[config.mk]
export PLATFORM = sky130hd
export DESIGN_NAME = cumhist_engine
export DESIGN_NICKNAME = d
export VERILOG_FILES = /design/src/rtl/cumhist_pkg.sv /design/src/rtl/cumhist_delay.sv /design/src/rtl/cumhist_pattern.sv /design/src/rtl/cumhist_bin.sv /design/src/rtl/cumhist_engine.sv
export SDC_FILE = /design/constraint.sdc
export NUM_CORES = 1
export LEC_CHECK = 0
export BUFFER_PORTS_ARGS = -buffer_cell sky130_fd_sc_hd__buf_2
export CAP_MARGIN = 20
export CORE_MARGIN = 1
export CORE_UTILIZATION = 40
export CTS_BUF_LIST = sky130_fd_sc_hd__clkbuf_4 sky130_fd_sc_hd__clkbuf_8
export DETAILED_ROUTE_END_ITERATION = 12
export PLACE_DENSITY = 0.61
export RECOVER_POWER = 25
export SYNTH_ARGS = -nofsm -noshare
export SYNTH_HDL_FRONTEND = slang
export SYNTH_SLANG_ARGS = --single-unit
[constraint.sdc]
create_clock -name clk -period 4 [get_ports clk]
set_clock_uncertainty 0.05 [all_clocks]
set_input_delay 0 -clock clk [delete_from_list [all_inputs] [get_ports clk]]
set_output_delay 0 -clock clk [all_outputs]
set_load 0.02 [all_outputs]
[src/rtl/cumhist_pkg.sv]
package cumhist_pkg;

    typedef enum logic [1:0] {
        CMD_HOLD = 2'd0,
        CMD_INC  = 2'd1,
        CMD_DEC  = 2'd2
    } bin_cmd_t;

    // Resolve the two mask bits of one bin into a counter command.
    function automatic bin_cmd_t resolve_cmd(input logic inc, input logic dec);
        bin_cmd_t c;
        if (inc && !dec)      c = CMD_INC;
        else if (dec && !inc) c = CMD_DEC;
        else                  c = CMD_HOLD;
        return c;
    endfunction

endpackage

[src/rtl/cumhist_delay.sv]
module cumhist_delay #(
    parameter int IDX_W   = 4,
    parameter int MIN_LOG = 2,
    parameter int MAX_LOG = 6,
    parameter int LOG_W   = 3
) (
    input  logic             clk,
    input  logic [IDX_W-1:0] in_idx,
    input  logic [LOG_W-1:0] win_log,
    output logic [IDX_W-1:0] out_idx
);
    localparam int DEPTH    = 1 << MAX_LOG;
    localparam int NUM_TAPS = MAX_LOG - MIN_LOG + 1;

    logic [IDX_W-1:0] line_q [DEPTH];
    logic [IDX_W-1:0] taps   [NUM_TAPS];

    always_ff @(posedge clk) begin
        line_q[0] <= in_idx;
        for (int i = 1; i < DEPTH; i++) line_q[i] <= line_q[i-1];
    end

    // Stage (2^k)-1 holds the index that entered 2^k edges ago.
    for (genvar k = 0; k < NUM_TAPS; k++) begin : g_tap
        assign taps[k] = line_q[(1 << (MIN_LOG + k)) - 1];
    end

    always_comb begin
        out_idx = taps[0];
        for (int k = 0; k < NUM_TAPS; k++)
            if (int'(win_log) == MIN_LOG + k) out_idx = taps[k];
    end
endmodule

[src/rtl/cumhist_pattern.sv]
module cumhist_pattern #(
    parameter int IDX_W = 4
) (
    input  logic [IDX_W-1:0]        add_idx,
    input  logic [IDX_W-1:0]        drop_idx,
    input  logic                    drop_en,
    output logic [(1<<IDX_W)-1:0]   inc_mask,
    output logic [(1<<IDX_W)-1:0]   dec_mask
);
    localparam int NBINS = 1 << IDX_W;

    // Thermometer table: word a has a one on every bin b >= a.
    logic [NBINS-1:0] table_w [NBINS];

    for (genvar a = 0; a < NBINS; a++) begin : g_word
        for (genvar b = 0; b < NBINS; b++) begin : g_bit
            assign table_w[a][b] = (b >= a);
        end
    end

    assign inc_mask = table_w[add_idx];
    assign dec_mask = drop_en ? table_w[drop_idx] : '0;
endmodule

[src/rtl/cumhist_bin.sv]
module cumhist_bin
    import cumhist_pkg::*;
#(
    parameter int CNT_W   = 7,
    parameter int MAX_CNT = 64
) (
    input  logic             clk,
    input  logic             clr,
    input  logic             inc,
    input  logic             dec,
    output logic [CNT_W-1:0] count
);
    bin_cmd_t cmd;
    assign cmd = resolve_cmd(inc, dec);

    always_ff @(posedge clk) begin
        if (clr) count <= '0;
        else begin
            unique case (cmd)
                CMD_INC: count <= count + 1'b1;
                CMD_DEC: count <= count - 1'b1;
                default: count <= count;
            endcase
        end
    end

    // a count never exceeds the largest window
    a_r7_no_overflow: assert property (@(posedge clk) disable iff (clr)
        int'(count) <= MAX_CNT);
    // a clear leaves the counter at zero
    a_r6_clear_zero: assert property (@(posedge clk)
        clr |=> count == '0);
    // coincident increment and decrement leave the count unchanged
    a_r5_hold_stable: assert property (@(posedge clk) disable iff (clr)
        (inc && dec) |=> $stable(count));
endmodule

[src/rtl/cumhist_engine.sv]
module cumhist_engine
    import cumhist_pkg::*;
#(
    parameter int SAMPLE_W = 12,
    parameter int BIN_BITS = 4,
    parameter int MIN_LOG  = 2,
    parameter int MAX_LOG  = 6,
    parameter int SEL_W    = 3,
    localparam int NBINS   = 1 << BIN_BITS,
    localparam int CNT_W   = MAX_LOG + 1,
    localparam int LOG_W   = $clog2(MAX_LOG + 1)
) (
    input  logic                     clk,
    input  logic                     rst,
    input  logic [SAMPLE_W-1:0]      smp_data,
    input  logic [SEL_W-1:0]         win_sel,
    output logic [NBINS*CNT_W-1:0]   bin_counts,
    output logic                     win_full,
    output logic [LOG_W-1:0]         frac_bits
);
    localparam int NUM_TAPS = MAX_LOG - MIN_LOG + 1;
    localparam int MAX_WIN  = 1 << MAX_LOG;

    logic [LOG_W-1:0]    sel_log;
    logic [LOG_W-1:0]    win_log_q;
    logic [CNT_W-1:0]    win_len;
    logic [CNT_W-1:0]    fill_q;
    logic                win_change;
    logic                clr_all;
    logic [BIN_BITS-1:0] add_idx;
    logic [BIN_BITS-1:0] drop_idx;
    logic [NBINS-1:0]    inc_mask;
    logic [NBINS-1:0]    dec_mask;
    logic [CNT_W-1:0]    counts [NBINS];

    // Window select decode, saturating at the longest tap
    always_comb begin
        if (int'(win_sel) >= NUM_TAPS) sel_log = LOG_W'(MAX_LOG);
        else                           sel_log = LOG_W'(MIN_LOG + int'(win_sel));
    end

    assign win_change = (sel_log != win_log_q);
    assign clr_all    = rst || win_change;
    assign win_len    = CNT_W'(1) << win_log_q;
    assign win_full   = (fill_q == win_len);
    assign frac_bits  = win_log_q;
    assign add_idx    = smp_data[SAMPLE_W-1 -: BIN_BITS];

    always_ff @(posedge clk) begin
        if (rst) begin
            win_log_q <= sel_log;
            fill_q    <= '0;
        end else if (win_change) begin
            win_log_q <= sel_log;
            fill_q    <= '0;
        end else if (!win_full) begin
            fill_q    <= fill_q + 1'b1;
        end
    end

    cumhist_delay #(
        .IDX_W(BIN_BITS), .MIN_LOG(MIN_LOG), .MAX_LOG(MAX_LOG), .LOG_W(LOG_W)
    ) u_delay (
        .clk(clk), .in_idx(add_idx), .win_log(win_log_q), .out_idx(drop_idx)
    );

    cumhist_pattern #(.IDX_W(BIN_BITS)) u_pattern (
        .add_idx(add_idx), .drop_idx(drop_idx), .drop_en(win_full),
        .inc_mask(inc_mask), .dec_mask(dec_mask)
    );

    for (genvar b = 0; b < NBINS; b++) begin : g_bin
        cumhist_bin #(.CNT_W(CNT_W), .MAX_CNT(MAX_WIN)) u_bin (
            .clk(clk), .clr(clr_all), .inc(inc_mask[b]), .dec(dec_mask[b]),
            .count(counts[b])
        );
        assign bin_counts[b*CNT_W +: CNT_W] = counts[b];
    end

    // counts never fall with rising bin index
    for (genvar b = 1; b < NBINS; b++) begin : g_mono
        a_r2_monotonic: assert property (@(posedge clk) disable iff (rst)
            counts[b-1] <= counts[b]);
    end

    // the highest bin counts every sample in the window
    a_r2_top_total: assert property (@(posedge clk) disable iff (rst)
        counts[NBINS-1] == fill_q);
    // fill never passes the window length
    a_r4_fill_bound: assert property (@(posedge clk) disable iff (rst)
        fill_q <= win_len);
    // a window change leaves the window empty
    a_r6_change_empty: assert property (@(posedge clk) disable iff (rst)
        win_change |=> (fill_q == '0 && counts[NBINS-1] == '0));
endmodule

---- Yosys cells after proc, flatten, opt, wreduce, memory -nomap -nowiden ----
Memories as Yosys holds them, arrays and structs flattened.
Index checks and enable logic that the tools add are counted.
storage, ports and cells
  bits in writable memories ............... 256
  logic and storage cells ................. 242
  input bits .............................. 17
  memories kept ........................... 3
  register bits ........................... 122
  output and inout bits ................... 116
  bits in read-only memories .............. 512
memories
  memory            words  bits a word  read ports  clocked after Yosys merged registers in  wr ports  line                   text
  (name not given)  16     16           1           0                                        0         cumhist_pattern.sv:21  assign inc_mask = table_w[add_idx];
  (name not given)  16     16           1           0                                        0         cumhist_pattern.sv:22  assign dec_mask = drop_en ? table_w[drop_idx] : '0;
  u_delay.line_q    64     4            64          0                                        64        cumhist_delay.sv:15    logic [IDX_W-1:0] line_q [DEPTH];
operators by class
  bitwise logic cells ..................... 2
  multiplexer cells ....................... 60
  eq/ne operators ......................... 38
  reductions and logical operators ........ 83
  shifts and indexed selects .............. 1
  magnitude comparators ................... 3
  $add $sub $neg .......................... 34
operators by type and width
  kind                 count
  $pmux 7 s2           16
  $add 7x1->7 const B  17
  $sub 7x1->7 const B  16
  $mux 16              5
  $mux 2               32
  $reduce_bool 2->1    17
  $eq 2x1->1 const B   16
  $eq 2x2->1 const B   16
  $logic_and 1x1->1    32
  $logic_not 1->1      32
  $mux 4               4
  $ge 5x5->1 const B   2
  $not 4->5            2
  $eq 3x3->1 const B   3
  $mux 3               3
  $eq 7x7->1           1
  $shl 1x3->7 const A  1
  $add 2x3->3 const A  1
  $eq 3x2->1 const B   1
  $ge 3x3->1 const B   1
  $ne 3x3->1           1
  $reduce_or 2->1      1
  $logic_or 1x1->1     1

---- Longest topological paths before layout ----
Gate-level depths: netlist of the first run.
  word-level depth ........................ 15
  depth in mapped cells ................... 20
  depth with buffers taken out ............ 15

---- Hierarchy ----
From an unflattened synthesis of the first run, not the netlist that was laid out.
unflattened totals
  cell total of the unflattened synthesis .. 1462
  area, all modules ....................... 15501.1 um^2
by module, submodules not included
  module           area an instance (um^2)  times used  cells an instance  seq. area each (um^2)
  cumhist_bin      571.8                    16          66                 140.1
  cumhist_delay    5401.4                   1           285                5124.9
  cumhist_engine   689.4                    1           75                 230.2
  cumhist_pattern  261.5                    1           46                 0.0

---- Worst setup path before layout of the first run ----
Ideal clock, no wire load.
  kind .................................... flip-flop to flip-flop
  start point ............................. register win_log_q[1], in the netlist frac_bits[1]
  end point ............................... register g_bin[2].u_bin.count[6]
  required time ........................... 3.819 ns
  setup slack ............................. -0.254 ns
  stages on the path, launching flop included .. 20
  library setup time ...................... 0.131 ns
  arrival time ............................ 4.073 ns
  clock period less this slack ............ 4.254 ns
  buffers on the path ..................... 4
  cells stage by stage .................... edfxtp_1 -> buf_6 -> and4bb_1 -> o21ai_1 -> and3_1 -> or3_1 -> buf_6 -> or2_1 -> buf_6 -> nor3_4 -> ha_1 -> buf_1 -> xor2_1 -> ha_1 -> nor3_1 -> a21oi_1 -> o221ai_1 -> mux2_2 -> o211ai_1 -> o31ai_1
between the ends
  word-level cells in the longest chain between the ends .. 15
  elaborated cells between the ends (all ways) .. 26
  classes of those cells .................. 8 x eq/ne; 1 x shift; 10 x mux; 1 x bitwise; 5 x reduce/logical; 1 x memory
ends and longest elaborated chain
  what                                                  line                                  text
  start, declared                                       cumhist_engine.sv:25                  logic [LOG_W-1:0] win_log_q;
  start signal, assigned                                cumhist_engine.sv:51                  win_log_q <= sel_log;
  start signal, assigned                                cumhist_engine.sv:54                  win_log_q <= sel_log;
  $eq 3x3->1                                            cumhist_delay.sv:31                   if (int'(win_log) == MIN_LOG + k) out_idx = taps[k];
  $mux 4 (4 in a row)                                   cumhist_delay.sv:31
  $not 4->5 (implied by the code)                       cumhist_pattern.sv:22
  $mem_v2 16x16                                         -
  $mux 16 (implied by the code) (2 in a row)            cumhist_pattern.sv:22
  $mux 16                                               cumhist_pattern.sv:22
  $logic_and 1x1->1 or $logic_not 1->1 (tied branches)  cumhist_pkg.sv:13, cumhist_pkg.sv:12
  $mux 2 or $logic_and 1x1->1 (tied branches)           cumhist_pkg.sv:13, cumhist_pkg.sv:12
  $mux 2                                                cumhist_pkg.sv:12                     if (inc && !dec) c = CMD_INC;
  $eq 2x2->1 or $eq 2x1->1 (tied branches)              cumhist_bin.sv:19                     unique case (cmd)
  $pmux 7 s2 or $reduce_bool 2->1 (tied branches)       -
  end signal, assigned                                  cumhist_bin.sv:20                     CMD_INC: count <= count + 1'b1;
  end signal, assigned                                  cumhist_bin.sv:21                     CMD_DEC: count <= count - 1'b1;
  end signal, assigned                                  cumhist_bin.sv:22                     default: count <= count;
  end, declared                                         cumhist_bin.sv:11                     output logic [CNT_W-1:0] count
Parallel ways exist; a longest one is shown, timed or not. The select of a mux whose other input is x is not followed.
A chain may end at the register's enable or synchronous reset.

---- Worst setup path after layout of the first run ----
  start point ............................. register win_log_q[2], in the netlist frac_bits[2]
  end point ............................... register g_bin[2].u_bin.count[4]
Same word-level chain as after synthesis.

==> results of run 1 <==
through the flow:
| step | hold slack [ns] | area [µm²] |
|---|---|---|
| after floorplan | -0.02228 | 14220 |
| after global placement | 0.1995 | 15530 |
| after global routing | 0.08767 | 17350 |
| after detailed placement | 0.2018 | 15530 |
| final | 0.07592 | 17350 |
| after CTS | 0.03130 | 17080 |
state kept, by name, indices dropped and copies added (netlist names):
name               flops
frac_bits              3
fill_q                 7
u_delay.line_q       256
g_bin.u_bin.count    112
placed cells by master, fill, tap and decap left out, types with 8 or more instances in the layout:
master | synthesis | routed
dfxtp_1 | 375 | 375
nor2_1 | 147 | 146
buf_2 | 15 | 119
a21oi_1 | 104 | 96
clkbuf_8 | 0 | 76
xor2_1 | 66 | 65
buf_4 | 1 | 58
nand2_1 | 58 | 57
or3_1 | 45 | 45
ha_1 | 58 | 45
inv_1 | 45 | 44
xnor2_1 | 38 | 37
o21ai_0 | 37 | 35
mux2i_1 | 30 | 30
nor3_1 | 31 | 25
a21o_1 | 23 | 23
nand3_1 | 21 | 21
clkbuf_4 | 0 | 21
nor4_1 | 18 | 18
nand2b_1 | 15 | 15
a31oi_1 | 15 | 15
o211ai_1 | 14 | 14
ha_2 | 0 | 13
and3b_1 | 11 | 11
o31ai_1 | 14 | 11
nor2b_1 | 11 | 10
nand4b_1 | 9 | 9
o21a_1 | 8 | 8
and2_1 | 10 | 8
a21oi_2 | 0 | 8
o211a_1 | 8 | 8
nand4bb_1 | 8 | 8
dlygate4sd3_1 | 0 | 8
cells by family after synthesis:
group | after synthesis | synth area share
adders and majority gates | 61 | 0.05537
and+or+nand+nor | 421 | 0.1563
buffers and inverters | 109 | 0.03254
xor gates and xnor gates | 104 | 0.06419
DFF | 378 | 0.5354
AOI/OAI and AO/OA | 285 | 0.1294
muxes | 37 | 0.02672
layer usage:
layer  routed length (µm)  part of all wire
met3                 1913             0.064
met1                13980              0.47
met2                13300              0.44
met5                    0                 0
met4                  708             0.024
power by group through the flow:
| stage | sequential (mW) | clock, mW | combinational, mW |
|---|---|---|---|
| after floorplan | 4.07 | 0 | 0.601 |
| after global placement | 4.06 | 0 | 0.847 |
| after detailed placement | 4.06 | 0 | 0.861 |
| after CTS | 3.98 | 3.93 | 0.876 |
| after global routing | 3.99 | 4.10 | 1.02 |
| final | 3.98 | 3.79 | 0.922 |
worst paths after layout:
kind	from	to	cells past startpoint
max	frac_bits[2]	g_bin[2].u_bin.count[4]	18
min	rst	g_bin[8].u_bin.count[6]	6
max reg2reg	frac_bits[2]	g_bin[2].u_bin.count[4]	18
min reg2reg	u_delay.line_q[5][1]	u_delay.line_q[6][1]	0
worst max-delay path, cell delays in order, from the launching register on:
cell      delay (ns)
edfxtp_1        0.49
buf_6           0.18
nor4_1          0.16
nand3_1         0.10
and3_1          0.19
or3_1           0.33
or2_4           0.29
buf_6           0.15
nor3_4          0.18
ha_2            0.22
xor2_1          0.16
ha_2            0.23
nor3_2          0.04
a21oi_1         0.16
o221ai_2        0.12
buf_4           0.15
xor2_1          0.13
or3_1           0.33
a21oi_2         0.12
area by class of cell:
class | instances | area share
tap | 455 | 0.03282
multi-input combinational | 908 | 0.3653
inverter | 46 | 0.01003
sequential | 378 | 0.4380
clock buffer | 97 | 0.06939
timing repair buffer | 196 | 0.06954
clock inverter | 17 | 0.01493
repair_timing:
item                       in CTS  in global routing
hold endpoints to repair        7                  0
setup endpoints to repair      16                 42
buffers inserted                1                  9
gates resized for setup         1                 52
pin swaps                       0                 12
hold buffers                    8                  0
==> impl_metrics.csv, run 1 <==
group,metric,value,unit
global_route,overflow,0,
setup_path,worstSetupPathType,"reg -> reg",
yosys,synth_cell_types,71,
setup_path,cp_data_required_time,4.51,ns
setup_path,arrival,4.37,ns
floorplan,die_area,36230,µm²
yosys,ys.flop_type,"dfxtp_1",
yosys,synthTopCellsByArea,"dfxtp_1, ha_1, xor2_1",
setup_path,worst_setup_path_end_kind,"flip-flop",
drt,viasPerCell,5.013,
layout,diodes,0,
clock_network,htreeDepth,2,
yosys,synth_commonest_cells,"dfxtp_1, nor2_1, a21oi_1",
drt,drtIter0Drc,486,
yosys,ys_ff_latch,378,
yosys,ys_warn_count,0,
clock_network,clockBufferDepth,3,
global_route,grt_pass1_vias,9776,
min_path,hold_class,"in -> reg",
yosys,synth_top_area_share,0.5291,
drt,drtPass1Iterations,5,
drt,detail-route-antenna-nets,0,
sta,worst-slew-pin-transition,0.8636,ns
sta,hold_viol,0,
yosys,synth_edf_count,3,
power,internal_power,6.538,mW
global_route,gr-usage-met2,0.2538,
power,p_clk_frac,0.436,
placement,portBuffers,124,
global_route,gr-usage-all-layers,0.1643,
power,powerDensity,501.4,nW/µm²
layout,final_util,0.4997,
power,p_switching,2.158,mW
drt,finalWirelength,29910,µm
floorplan,die_h,190.3,µm
sta,tns,0,ns
run,cap_violations,0,
clock_network,cts_sinks,378,
yosys,synth_top_area_cell,"dfxtp_1",
layout,fill_cells,3248,
yosys,synth_cells,1395,
power,switching_share,0.2482,
clock_network,path_clk_slew,0.07,ns
sta,timing.final.ws_setup,0.1387,ns
global_route,grt.busiest_layer,"met2",
global_route,gr-usage-met3,0.05134,
global_route,grt_max_degree,80,
placement,dp_cells,1965,
global_route,grt_first_pass_wirelength,48680,µm
drt,wl_per_cell,14.26,µm
floorplan,start_util,0.4088,
global_route,antenna_found_initial,0,
yosys,synth_seq_area_share,0.5354,
yosys,avgSynthCellArea,10.17,µm²
layout,nNetsFinal,1669,
drt,drc,0,
clock_network,insertion_delay,0.65,ns
layout,multi_input_area,6336,µm²
sta,period_share,0.9653,
power,max-vdd-ir-drop,0.3250,mV
setup_path,cp-start-kind,"flip-flop",
yosys,async_flop_share,0,
floorplan,die_w,190.3,µm
yosys,synthesis.nets,1473,
power,pwr-share-comb,0.106,
placement,dp_slack,-0.06360,ns
sta,setup_viol,0,
setup_path,cp_max_fo,7,
placement,gp_congestion,0.8182,
yosys,synthesis.area,14190,µm²
floorplan,core,34710,µm²
sta,rsz0062_at_grt,"yes",
floorplan,row_count,68,
power,sequentialPowerShare,0.458,
sta,slew_viol_final,0,
placement,hpwl,19720,µm
yosys,synth_most_common_cell,"dfxtp_1",
power,p_total,8.697,mW
sta,relSlewSlack,0.4243,
clock_network,cts-root-buf,"clkbuf_8",
outcome,status,"complete, no violations",
floorplan,ios,133,
drt,vias,10510,
layout,seq_area,7597,µm²
global_route,grtUsageMet1,0.2154,
layout,syn_to_final_growth,22.24,%
power,p_leak,7.349,nW
clock_network,cts_buffers,61,
layout,drive_gt1_frac,0.2199,
sta,period_needed,3.861,ns
sta,fmaxAchievable,259.0,MHz
setup_path,r2r_setup_slack,0.14,ns
clock_network,cts_tree,"yes",
layout,fin_cells,2097,
Note: power is estimated with default switching activity, not from simulation.
==> inputs of run 2 (changes only) <==
- CORE_MARGIN: 1 -> 2
- MAX_ROUTING_LAYER: default -> met4
- REMOVE_ABC_BUFFERS: default -> 1
==> run 2 against run 1 <==
  * Setup slack worse by 0.048 ns
  * Clock power about the same
  * Clock-buffer cell count down 11
  * Hold slack better by 0.050 ns
  * Flip-flop and latch count unchanged
  * First-iteration DRC count down 6.8%
  * Critical path depth up 3
  * Sequential power about the same
  * Cell count up 0.38%
  * Routed wire length down 0.33%
  * Power up 0.91%
==> impl_metrics.csv, run 2 (synthesis gave the netlist of run 1 again) <==
group,metric,value,unit
setup_path,r2r_setup_slack,0.09,ns
setup_path,worst_setup_path_end_kind,"flip-flop",
drt,drtPass1Iterations,4,
clock_network,path_clk_slew,0.07,ns
placement,portBuffers,124,
setup_path,r2r_start,"frac_bits[1]",
sta,setup_viol,0,
clock_network,insertion_delay,0.63,ns
setup_path,worstSetupPathType,"reg -> reg",
global_route,grt_max_degree,89,
setup_path,path_cells,"buf_4, buf_4, xnor2_2, buf_4, a22oi_2, o21ai_1, o31a_1, buf_4, and2_4, a21oi_4, buf_4, ha_2, xor2_1, ha_1, or3_4, a21oi_2, nor3_1, buf_4, xnor2_1, or3_1, a21oi_2",
outcome,status,"complete, no violations",
clock_network,htreeDepth,2,
setup_path,crit_buf_inv,6,
power,powerDensity,498.7,nW/µm²
global_route,gr-usage-met2,0.2517,
power,max-vdd-ir-drop,0.3469,mV
floorplan,row_count,68,
power,p_total,8.776,mW
layout,fill_cells,3164,
setup_path,cp_data_required_time,4.50,ns
sta,period_needed,3.909,ns
placement,hpwl,19390,µm
clock_network,cts_buffers,59,
floorplan,die_area,37000,µm²
setup_path,crit_path_top_delay_cell,"edfxtp_1",
global_route,grt.busiest_layer,"met2",
setup_path,max_stage_delay,0.39,ns
min_path,min_from,"rst",
setup_path,cp-start-kind,"flip-flop",
layout,layout_commonest_cell,"dfxtp_1",
global_route,overflow,0,
layout,syn_to_final_growth,24.02,%
drt,detail-route-antenna-nets,0,
setup_path,r2r-end,"g_bin[12].u_bin.count[4]",
global_route,grt_pass1_vias,9640,
sta,relSlewSlack,0.6507,
floorplan,die_h,192.3,µm
layout,mostFrequentLayoutCells,"dfxtp_1, nor2_1, buf_2, a21oi_1, clkbuf_8",
layout,reg_top3,"u_delay.line_q: 256 flops, g_bin.u_bin.count: 112 flops, fill_q: 7 flops",
global_route,grtUsageMet1,0.2061,
drt,vias,10450,
global_route,antenna_found_initial,0,
setup_path,cp_max_fo,7,
global_route,gr-usage-all-layers,0.1631,
drt,viasPerCell,4.963,
sta,slew_viol_final,0,
min_path,hold_end,"g_bin[15].u_bin.count[2]",
floorplan,ios,133,
clock_network,cts_tree,"yes",
layout,max_flop_register,"u_delay.line_q",
clock_network,cts_sinks,378,
layout,largest_reg_flops,256,
run,cap_violations,0,
sta,fmaxAchievable,255.8,MHz
clock_network,cts-root-buf,"clkbuf_8",
sta,period_share,0.9773,
clock_network,clockBufferDepth,3,
sta,rsz0062_at_grt,"yes",
sta,hold_viol,0,
global_route,grt_first_pass_wirelength,47830,µm
power,p_leak,7.442,nW
setup_path,cpMostUsedCell,"buf_4",
drt,drtIter0Drc,453,
floorplan,start_util,0.4088,
global_route,gr-usage-met3,0.04983,
drt,wl_per_cell,14.16,µm
setup_path,crit_family,"buffers and inverters",
floorplan,core,34710,µm²
min_path,holdPathStages,5,
sta,tns,0,ns
min_path,hold_class,"in -> reg",
layout,drive_gt1_frac,0.2345,
drt,drc,0,
layout,nNetsFinal,1682,
floorplan,die_w,192.3,µm
layout,diodes,0,
sta,worst-slew-pin-transition,0.5239,ns
drt,finalWirelength,29810,µm
setup_path,ff2ff_path_depth,21,
setup_path,arrival,4.41,ns
placement,gp_congestion,0.8388,
[run 2: worst max-delay path by stage]
stage / startpoint / to / slack (ns) / cells past startpoint
final: frac_bits[1] / g_bin[12].u_bin.count[4] / 0.09 / 21
after global routing: frac_bits[2] / g_bin[12].u_bin.count[4] / -0.10 / 19
after CTS: frac_bits[1] / g_bin[8].u_bin.count[4] / 0.01 / 17
after detailed placement: frac_bits[1] / g_bin[9].u_bin.count[4] / -0.06 / 18
after global placement: frac_bits[1] / g_bin[10].u_bin.count[6] / -0.02 / 17
after floorplan: frac_bits[1] / g_bin[5].u_bin.count[6] / -0.41 / 15
[run 2: tightest hold or removal path, delay by kind of cell]
family / cells / cell delay [ns]
simple gates: 1 / 0.19
buf+inv: 2 / 0.34
compound gates: 2 / 0.21
[run 2: what timing repair did]
item	CTS	global route
endpoints found under the setup margin	11	41
endpoints found under the hold margin	7	0
hold buffers	7	0
resized for setup	10	78
pin swaps	1	15
buffers inserted	2	13
[run 2: report_power, final]
| part | internal, mW | leakage (nW) | switching [mW] |
|---|---|---|---|
| Clock | 2.29 | 0.753 | 1.51 |
| Combinational | 0.417 | 3.56 | 0.581 |
| Sequential | 3.91 | 3.13 | 0.0735 |
[run 2: final cells by class]
class | instances | area, µm² | area share
Inverter | 46 | 173.9 | 0.009883
Multi-Input combinational cell | 908 | 6499 | 0.3693
Tap cell | 455 | 569.3 | 0.03235
Sequential cell | 378 | 7597 | 0.4317
Timing Repair Buffer | 211 | 1318 | 0.07487
Clock buffer | 86 | 1134 | 0.06442
Clock inverter | 21 | 307.8 | 0.01749
[run 2: metrics by stage]
step | util | cells | hold WS [ns] | setup WS (ns) | cell area, µm²
floorplan | - | 1332 | -0.02228 | -0.4075 | 13900
global placement | 0.4492 | 1976 | 0.1845 | -0.02180 | 15590
detailed placement | 0.4492 | 1976 | 0.1852 | -0.06183 | 15590
CTS | 0.4942 | 2092 | 0.05439 | 0.009629 | 17160
global route | 0.5070 | 2105 | 0.1166 | -0.1035 | 17600
finish | 0.5070 | 2105 | 0.1260 | 0.09076 | 17600
[run 2: metal layers]
layer / wire [µm] / up-vias
li1: - / 5318
met1: 13810 / 4898
met2: 13680 / 184
met3: 1687 / 47
met4: 623 / 0
met5: 0 / -
